[src/rtl/hpc_pkg.sv]
package hpc_pkg;
  localparam int XLEN      = 64;
  localparam int ENW       = 32;
  localparam int IMPL_BITS = 3;   // cycle, time, instret enables
  localparam int AW        = 12;

  localparam logic [1:0] PRIV_USER = 2'd0;
  localparam logic [1:0] PRIV_SUP  = 2'd1;

  localparam logic [AW-1:0] A_WR_CYCLE   = 12'hB00;
  localparam logic [AW-1:0] A_WR_TIME    = 12'hB01;
  localparam logic [AW-1:0] A_WR_INSTRET = 12'hB02;
  localparam logic [AW-1:0] A_M_CNTEN    = 12'h306;
  localparam logic [AW-1:0] A_S_CNTEN    = 12'h106;

  localparam logic [AW-1:0] A_RD_FIRST   = 12'hC00;
  localparam logic [AW-1:0] A_RD_LAST    = 12'hC02;
  localparam logic [AW-1:0] A_HPM_FIRST  = 12'hC03;
  localparam logic [AW-1:0] A_HPM_LAST   = 12'hC1F;
endpackage

[src/rtl/hpc_counter.sv]
module hpc_counter #(
  parameter int W = 64
) (
  input  logic         clk,
  input  logic         rst_n,
  input  logic         load,
  input  logic [W-1:0] load_val,
  input  logic         inc,
  output logic [W-1:0] q
);
  always_ff @(posedge clk) begin
    if (!rst_n)    q <= '0;
    else if (load) q <= load_val;
    else if (inc)  q <= q + W'(1);
  end
endmodule

[src/rtl/hpc_instret.sv]
module hpc_instret #(
  parameter int W = 64
) (
  input  logic         clk,
  input  logic         rst_n,
  input  logic         wr,
  input  logic [W-1:0] wdata,
  input  logic         retire,
  output logic [W-1:0] q
);
  logic pend_q;
  logic bump;

  // a pending write swallows the next retire pulse
  assign bump = retire && !pend_q && !wr;

  always_ff @(posedge clk) begin
    if (!rst_n)      pend_q <= 1'b0;
    else if (wr)     pend_q <= 1'b1;
    else if (retire) pend_q <= 1'b0;
  end

  hpc_counter #(.W(W)) u_cnt (
    .clk(clk), .rst_n(rst_n), .load(wr), .load_val(wdata), .inc(bump), .q(q)
  );
endmodule

[src/rtl/hpc_access.sv]
module hpc_access
  import hpc_pkg::*;
(
  input  logic [AW-1:0]        addr,
  input  logic [1:0]           priv,
  input  logic [IMPL_BITS-1:0] m_en,
  input  logic [IMPL_BITS-1:0] s_en,
  output logic                 ok
);
  logic [1:0] idx;
  assign idx = addr[1:0];

  always_comb begin
    ok = 1'b1;
    if (addr >= A_HPM_FIRST && addr <= A_HPM_LAST) begin
      ok = 1'b0;
    end else if (addr >= A_RD_FIRST && addr <= A_RD_LAST) begin
      case (priv)
        PRIV_USER: ok = s_en[idx];
        PRIV_SUP:  ok = m_en[idx];
        default:   ok = 1'b1;
      endcase
    end
  end
endmodule

[src/rtl/hpc_csr_unit.sv]
module hpc_csr_unit
  import hpc_pkg::*;
(
  input  logic            clk,
  input  logic            rst_n,
  input  logic [AW-1:0]   csr_addr,
  input  logic [1:0]      priv,
  input  logic            csr_we,
  input  logic [XLEN-1:0] csr_wdata,
  input  logic            tick,
  input  logic            retire,
  output logic [XLEN-1:0] cycle_q,
  output logic [XLEN-1:0] time_q,
  output logic [XLEN-1:0] instret_q,
  output logic [ENW-1:0]  m_cnten_q,
  output logic [ENW-1:0]  s_cnten_q,
  output logic            access_ok
);
  localparam int NEN = 2;
  localparam logic [AW-1:0] EN_ADDR [NEN] = '{A_M_CNTEN, A_S_CNTEN};

  logic [IMPL_BITS-1:0] en_q [NEN];

  genvar g;
  generate
    for (g = 0; g < NEN; g++) begin : g_en
      always_ff @(posedge clk) begin
        if (!rst_n) en_q[g] <= '0;
        else if (csr_we && csr_addr == EN_ADDR[g])
          en_q[g] <= csr_wdata[IMPL_BITS-1:0];
      end
    end
  endgenerate

  assign m_cnten_q = {{(ENW-IMPL_BITS){1'b0}}, en_q[0]};
  assign s_cnten_q = {{(ENW-IMPL_BITS){1'b0}}, en_q[1]};

  hpc_counter #(.W(XLEN)) u_cycle (
    .clk(clk), .rst_n(rst_n),
    .load(csr_we && csr_addr == A_WR_CYCLE), .load_val(csr_wdata),
    .inc(tick), .q(cycle_q)
  );

  hpc_counter #(.W(XLEN)) u_time (
    .clk(clk), .rst_n(rst_n),
    .load(csr_we && csr_addr == A_WR_TIME), .load_val(csr_wdata),
    .inc(tick), .q(time_q)
  );

  hpc_instret #(.W(XLEN)) u_instret (
    .clk(clk), .rst_n(rst_n),
    .wr(csr_we && csr_addr == A_WR_INSTRET), .wdata(csr_wdata),
    .retire(retire), .q(instret_q)
  );

  hpc_access u_access (
    .addr(csr_addr), .priv(priv), .m_en(en_q[0]), .s_en(en_q[1]), .ok(access_ok)
  );
endmodule

[config.mk]
export PLATFORM = sky130hd
export DESIGN_NAME = hpc_csr_unit
export DESIGN_NICKNAME = d
export VERILOG_FILES = /design/src/rtl/hpc_pkg.sv /design/src/rtl/hpc_counter.sv /design/src/rtl/hpc_instret.sv /design/src/rtl/hpc_access.sv /design/src/rtl/hpc_csr_unit.sv
export SDC_FILE = /design/constraint.sdc
export NUM_CORES = 1
export LEC_CHECK = 0
export BUFFER_PORTS_ARGS = -buffer_cell sky130_fd_sc_hd__buf_2
export CAP_MARGIN = 40
export CORE_ASPECT_RATIO = 2
export CORE_MARGIN = 2
export CORE_UTILIZATION = 59
export CTS_BUF_LIST = sky130_fd_sc_hd__clkbuf_8
export DETAILED_ROUTE_END_ITERATION = 10
export PLACE_DENSITY = 0.95
export REMOVE_ABC_BUFFERS = 1
export SYNTH_ARGS = -nofsm -noshare
export SYNTH_HDL_FRONTEND = slang
export SYNTH_SLANG_ARGS = --single-unit
[constraint.sdc]
create_clock -name clk -period 5.95 [get_ports clk]
set_input_delay 1.19 -clock clk [delete_from_list [all_inputs] [get_ports clk]]
set_output_delay 1.19 -clock clk [all_outputs]
set_load 0.01 [all_outputs]
==> results by group, run 1 <==
Pwr
  – Leak: 4.95 nW
  – Clock network power share: between 30% and 40%
  – Pwr Total: between 2 and 2.5 mW
  – Logic pwr share: 7.8%
  – Sw Ratio: 27.8%
  – Peak VDD IR: 0.213 mV
  – Flop pwr share: 55.4%
  – P_sw: 0.678 mW
  – P per Cell Area: 181 mW/mm^2
  – Pint: 1.76 mW

Global routing
  – Met2 GRT Util: 72.6%
  – Initial antenna violation count: 3
  – GRT Util Overall: 42.6%
  – Total grt overflow: 0
  – Top Usage Layer GRT: met2
  – Pin count of the biggest net entering global routing: 73
  – Routing usage on met3: 8.71%
  – First-pass GRT wire length: slightly below 70000 um
  – Met1 Resource Use GR: 42.2%
  – Vias in the first global route: ~12000

Timing
  – Post-layout min period: approximately 3600 ps
  – Setup WS post-layout: 2370 ps
  – Max_slew headroom: 41.3%
  – Setup TNS: 0 ps
  – Worst clock skew: 11.8 ps
  – Final Setup Violations: 0
  – Final Cycle Share: 60.2%
  – RSZ-0062 raised after global routing: no
  – Final hold vios: 0
  – Pins Over Slew Limit: 0
  – Hold WS: 510 ps
  – Maximum achievable frequency: 279 MHz
  – Least-Margin Pin Slew: around 870 ps

Finish
  – Layout cell share with drive strength beyond 1: 19.6%
  – Area grow syn2layout: 14.1%
  – Fin area: 0.0135 sq mm
  – Final nets: 1805

Clock network
  – CTS Hold Bufs: 0
  – Postcts setup bufs: 0
  – Worst-path clk slew: between 100 and 150 ps
  – Clk buf depth: 2
  – Post-CTS Resized: 0
  – # clock sinks: 199
  – CTS H-tree lvls: 4
  – CTS buffer count: 17
  – Worst-skew pair later-pin latency: 510 ps
  – CTS tree: built
  – Root Buffer: clkbuf_8

Detailed routing
  – Routed wire length: about 47000 um
  – Via density: 6.81
  – Via count: about 14000
  – Initial drt markers: 1516
  – First drt pass iteration count: 8
  – Remaining DRCs: 0
  – DRT antenna net count: 0
  – DR WL/cell: 23.4 um

Synthesis
  – Avg Cell Area, Syn: slightly below 8 sq um
  – Mapped cell area: approximately 0.012 sq mm
  – Synth cell types: between 50 and 60
  – Most frequent cell after synthesis: dfxtp_1
  – Register bit total from synthesis: 199
  – Async SR Flop Fraction: 0%
  – Yosys warns: 0
  – EDFF count, synth: 6
  – Sequential area share after synthesis: 34.3%
  – Area leader, netlist: dfxtp_1
  – Ys flop type: dfxtp_1
  – Cells taking the most area after synthesis: dfxtp_1, o21ai_0, xnor2_1
  – Share of Yosys cell area claimed by the top area cell type: between 30% and 40%
  – Cells after Synth: 1503
  – Synth top cells by count: dfxtp_1, o21ai_0, nor2_1

Place
  – GP Congestion: 1.03
  – Placement Cell Area: 0.0131 sq mm
  – Pre-CTS setup slack: 2100 ps
  – Port bufs: about 280
  – HPWL Detailed: 35000 um

Floorplan
  – I/O pin count: 340
  – Total core area: 0.0197 sq mm
  – Die Ht: 204 um
  – Die outline width: roughly 100 um
  – Rows: 73
  – Die ar.: 0.0212 sq mm
  – Initial Util: 59.8%

Worst setup path
  – Slowest cell on the critical path: a211o_1
  – Critical path cell sequence: buf_2 -> mux2i_1 -> nor2_1 -> a211o_1 -> a21oi_1 -> o21ai_0 -> buf_2
  – R2R Path Start: u_time.q[18]
  – Worst Path Arrival: 2390 ps
  – Cell mode on critical path: buf_2
  – Worst setup path startpoint: csr_addr[0]
  – Critical-path maximum fanout: 9
  – CP Capture Type: output port
  – Max stage delay on crit path: 260 ps
  – Required time worst endpoint: roughly 4800 ps
  – Worst Path Class, Setup: input pin to output port
  – Critical Path Source Type: input pin

Job
  – Max-Cap Viols: 0

Worst hold path
  – Min-delay worst type: register to register
  – Worst hold start: u_cycle.q[63]

Outcome
  – Status: completed
## final cells by class
cell class	count	area [sq um]
repair buffers	293	1530
multi-input cells	1183	7080
clock buffers	20	275
diodes	3	7.51
clock inverters	12	115
fillers	1716	6260
well taps	262	328
flip-flops and latches	199	4040
inverters	25	93.8
## metrics by stage
step,std cells,utilization [%]
2_1_floorplan,1407,-
3_3_place_gp,1957,65.9
3_5_place_dp,1962,66.3
4_1_cts,1994,68.2
5_1_grt,1994,68.2
6_report,1997,68.3
## critical path, delay by kind of cell
family                 cells  cell delay, ps
AO/OA/AOI/OAI              3             600
buffers and inverters      2             340
AND/OR/NAND/NOR            1              50
multiplexers               1             200
## state kept, by name (all words and copies together), names as in the netlist
signal             count
u_cycle.q             64
u_instret.u_cnt.q     64
u_time.q              64
en_q                   6
u_instret.pend_q       1
## placed cells by master (no fill, tap or decap), types with 5 or more instances in the layout
cell,instances
buf_2,282
dfxtp_1,193
o21ai_0,164
nor2_1,91
nand2_1,87
nand3_1,84
nand4_1,78
xnor2_1,67
a31oi_1,66
a21oi_1,61
conb_1,58
a211oi_1,55
or3_1,48
xor2_1,43
nor4_1,40
or4_1,40
nor3_1,37
o31ai_1,33
and4_1,28
inv_1,24
and3_1,22
clkbuf_8,20
buf_4,9
and2_1,8
mux2i_1,7
nor4b_1,6
o211ai_1,6
edfxtp_1,6
nor2b_1,5
a311oi_1,5
## cell families (layout without fill, tap and decap cells)
logic type,Yosys count,after routing,synth area share [%]
simple gates,599,599,28.3
compound gates,404,404,20.5
flops,199,199,34.3
buf+inv,178,350,7.64
xor+xnor,110,110,8.16
mux,9,9,0.785
fa+ha+maj,3,3,0.318
other cells,1,61,0.0318
## power groups by stage
stage	logic [mW]	clock network (mW)	registers, mW
after floorplan	0.0639	0	1.38
after global placement	0.178	0	1.38
after detailed placement	0.179	0	1.38
after CTS	0.180	0.891	1.35
after global routing	0.195	0.939	1.35
final	0.190	0.898	1.35
## final timing paths
| check | endpoint | slack, ps | cells after the start |
|---|---|---|---|
| min reg2reg | u_cycle.q[63] | 510 | 2 |
| min | u_cycle.q[63] | 510 | 2 |
| max reg2reg | u_time.q[58] | 2920 | 5 |
| max | access_ok | 2370 | 7 |
## per-layer routing
layer | part of all wire [%] | vias to the layer above
met5 | 0.028 | -
met4 | 12 | 2
met3 | 9.4 | 287
met2 | 48 | 1005
met1 | 31 | 6293
li1 | - | 6012
Power figures use the tool's default switching activity.
==> run 2, diff against run 1 <==
--- a/config.mk
+++ b/config.mk
@@ -9,10 +9,10 @@
 export CAP_MARGIN = 40
 export CORE_ASPECT_RATIO = 2
 export CORE_MARGIN = 2
-export CORE_UTILIZATION = 59
+export CORE_UTILIZATION = 54
 export CTS_BUF_LIST = sky130_fd_sc_hd__clkbuf_8
 export DETAILED_ROUTE_END_ITERATION = 10
-export PLACE_DENSITY = 0.95
+export PLACE_DENSITY = 0.89
 export REMOVE_ABC_BUFFERS = 1
 export SYNTH_ARGS = -nofsm -noshare
 export SYNTH_HDL_FRONTEND = slang
==> constraint.sdc (replaced) <==
create_clock -name clk -period 3.5 [get_ports clk]
set_input_delay 0.7 -clock clk [delete_from_list [all_inputs] [get_ports clk]]
set_output_delay 0.7 -clock clk [all_outputs]
set_load 0.01 [all_outputs]
==> results by group, run 2 (synthesized netlist as in run 1, its figures left out) <==
Global routing
  – Pin count of the biggest net entering global routing: 121 (was 73)
  – Initial antenna violation count: 5 (was 3)
  – First-pass GRT wire length: 70300 um (was 69600 um)
  – Total grt overflow: 0 (unchanged)
  – GRT Util Overall: 40.2% (was 42.6%)
  – Vias in the first global route: 12300 (was 12400)

Timing
  – RSZ-0062 raised after global routing: no (unchanged)
  – Final Setup Violations: 0 (unchanged)
  – Setup WS post-layout: 618 ps (was 2370 ps)
  – Maximum achievable frequency: about 350 MHz
  – Pins Over Slew Limit: 0 (unchanged)
  – Max_slew headroom: 52.9% (was 41.3%)
  – Post-layout min period: a little under 3000 ps
  – Worst clock skew: 15.7 ps (was 11.8 ps)
  – Final Cycle Share: 82.4%
  – Least-Margin Pin Slew: 701 ps (was 873 ps)
  – Final hold vios: 0 (unchanged)
  – Setup TNS: 0 ps (unchanged)

Worst setup path
  – Max stage delay on crit path: 650 ps (was 260 ps)
  – Slowest cell on the critical path: or4_1 (was a211o_1)
  – CP Capture Type: register (was output port)
  – Required time worst endpoint: 3940 ps (was 4760 ps)
  – Critical Path Source Type: register (was input pin)
  – Critical-path maximum fanout: 13 (was 9)
  – Worst Path Class, Setup: register to register (was input pin to output port)
  – Worst Path Arrival: 3320 ps (was 2390 ps)
  – Critical path cell sequence: nand2_1 -> nor3_1 -> nand4_1 -> or4_1 -> a31oi_1 (was buf_2 -> mux2i_1 -> nor2_1 -> a211o_1 -> a21oi_1 -> o21ai_0 -> buf_2)

Outcome
  – Status: completed (unchanged)

Place
  – HPWL Detailed: 34900 um (was 35000 um)
  – GP Congestion: 0.981 (was 1.03)
  – Pre-CTS setup slack: 594 ps (was 2100 ps)
  – Placement Cell Area: 0.0132 sq mm (was 0.0131 sq mm)
  – Dpl cells: 1987 (was 1962)
  – Port bufs: 281 (unchanged)

Floorplan
  – Die outline width: 109 um (was 104 um)
  – Initial Util: 54.9% (was 59.8%)
  – Rows: 76 (was 73)
  – Total core area: 0.0215 sq mm (was 0.0197 sq mm)
  – Die ar.: 0.0231 sq mm (was 0.0212 sq mm)
  – Die Ht: 213 um (was 204 um)
  – I/O pin count: 340 (unchanged)

Pwr
  – Peak VDD IR: 0.229 mV (was 0.213 mV)
  – P per Cell Area: 308 mW/mm^2 (was 181 mW/mm^2)
  – Leak: 5.02 nW (was 4.95 nW)

Clock network
  – Worst-path clk slew: 110 ps (about the same)
  – Root Buffer: clkbuf_8 (unchanged)
  – CTS buffer count: 17 (unchanged)
  – Postcts setup bufs: 0 (unchanged)
  – Clk buf depth: 2 (unchanged)
  – CTS Hold Bufs: 0 (unchanged)
  – Worst-skew pair later-pin latency: 510 ps (about the same)
  – # clock sinks: 199 (unchanged)
  – CTS tree: built (unchanged)
  – Post-CTS Resized: 0 (unchanged)
  – CTS H-tree lvls: 4 (unchanged)

Finish
  – Non-Filler Instances: 2023 (was 1997)
  – Most frequent cells in the layout: buf_2, dfxtp_1, o21ai_0 (unchanged)
  – Commonest non-fill, non-tap cell in the layout: buf_2 (unchanged)
  – Area grow syn2layout: 15.2% (was 14.1%)
  – Util after Layout: 63.3% (was 68.3%)
  – Top flop regs: u_cycle.q: 64 flops, u_instret.u_cnt.q: 64 flops, u_time.q: 64 flops (unchanged)
  – Fin area: 0.0136 sq mm (was 0.0135 sq mm)
  – Layout cell share with drive strength beyond 1: 20.2% (was 19.6%)
  – FILL cells: 1964 (was 1716)
  – Final nets: 1819 (was 1805)

Detailed routing
  – Initial drt markers: 1243 (was 1516)
  – DRT antenna net count: 0 (unchanged)
  – DR WL/cell: 23.2 um (was 23.4 um)
  – Remaining DRCs: 0 (unchanged)
  – First drt pass iteration count: 6 (was 8)
  – Routed wire length: 46800 um (about the same)
  – Via count: 13500 (was 13600)
  – Via density: 6.65 (was 6.81)

Worst hold path
  – Min-delay worst type: input pin to register (was register to register)

Job
  – Max-Cap Viols: 0 (unchanged)
## run 2: cell count changes in the layout (fill, tap and decap cells not counted), sizes merged
cell,change
clkbuf,-3
clkinv,-2
clkinvlp,+1
diode,+2
bufinv,+1
buf,+14
inv,+2
## run 2: final timing paths
path	startpoint	endpoint	slack, ps	cells past startpoint
max	u_time.q[27]	u_time.q[62]	620	5
min reg2reg	u_cycle.q[63]	u_cycle.q[63]	510	2
min	csr_wdata[2]	u_cycle.q[2]	480	3
max reg2reg	u_time.q[27]	u_time.q[62]	620	5
## run 2: critical path: cells and delay by family, from the launching register on
family | cells | cell delay [ps]
AND/OR/NAND/NOR | 4 | 2150
flip-flops | 1 | 490
AO/OA/AOI/OAI | 1 | 170
## run 2: cell type report
class                      instances  area, sq um  share of cell area (%)
multi-input combinational       1183         7080                    52.1
sequential                       199         4040                    29.7
timing repair buffer             307         1630                    12.0
tap                              273          342                    2.51
clock buffer                      17          234                    1.72
clock inverter                    14          165                    1.21
inverter                          25         93.8                   0.690
antenna                            5         12.5                  0.0920
## run 2: per-layer routing
layer | part of all wire (%) | vias to the layer above | GRT usage, %
met2 | 46 | 914 | 64.0
met4 | 13 | 4 | 41.2
met1 | 31 | 6203 | 40.8
met3 | 9.8 | 295 | 10.1
li1 | - | 6039 | -
met5 | 0.058 | - | 0
## run 2: power by group
group	switching, mW	internal [mW]	total, mW
combinational	0.238	0.0841	0.322
sequential	0.0158	2.28	2.30
clock	0.913	0.652	1.57
total	1.17	3.02	4.19
## run 2: stage by stage
| step | power (mW) | hold slack, ps |
|---|---|---|
| floorplan | 2.46 | 482 |
| global placement | 2.65 | 479 |
| detailed placement | 2.66 | 502 |
| CTS | 4.17 | 458 |
| global route | 4.29 | 495 |
| finish | 4.19 | 478 |
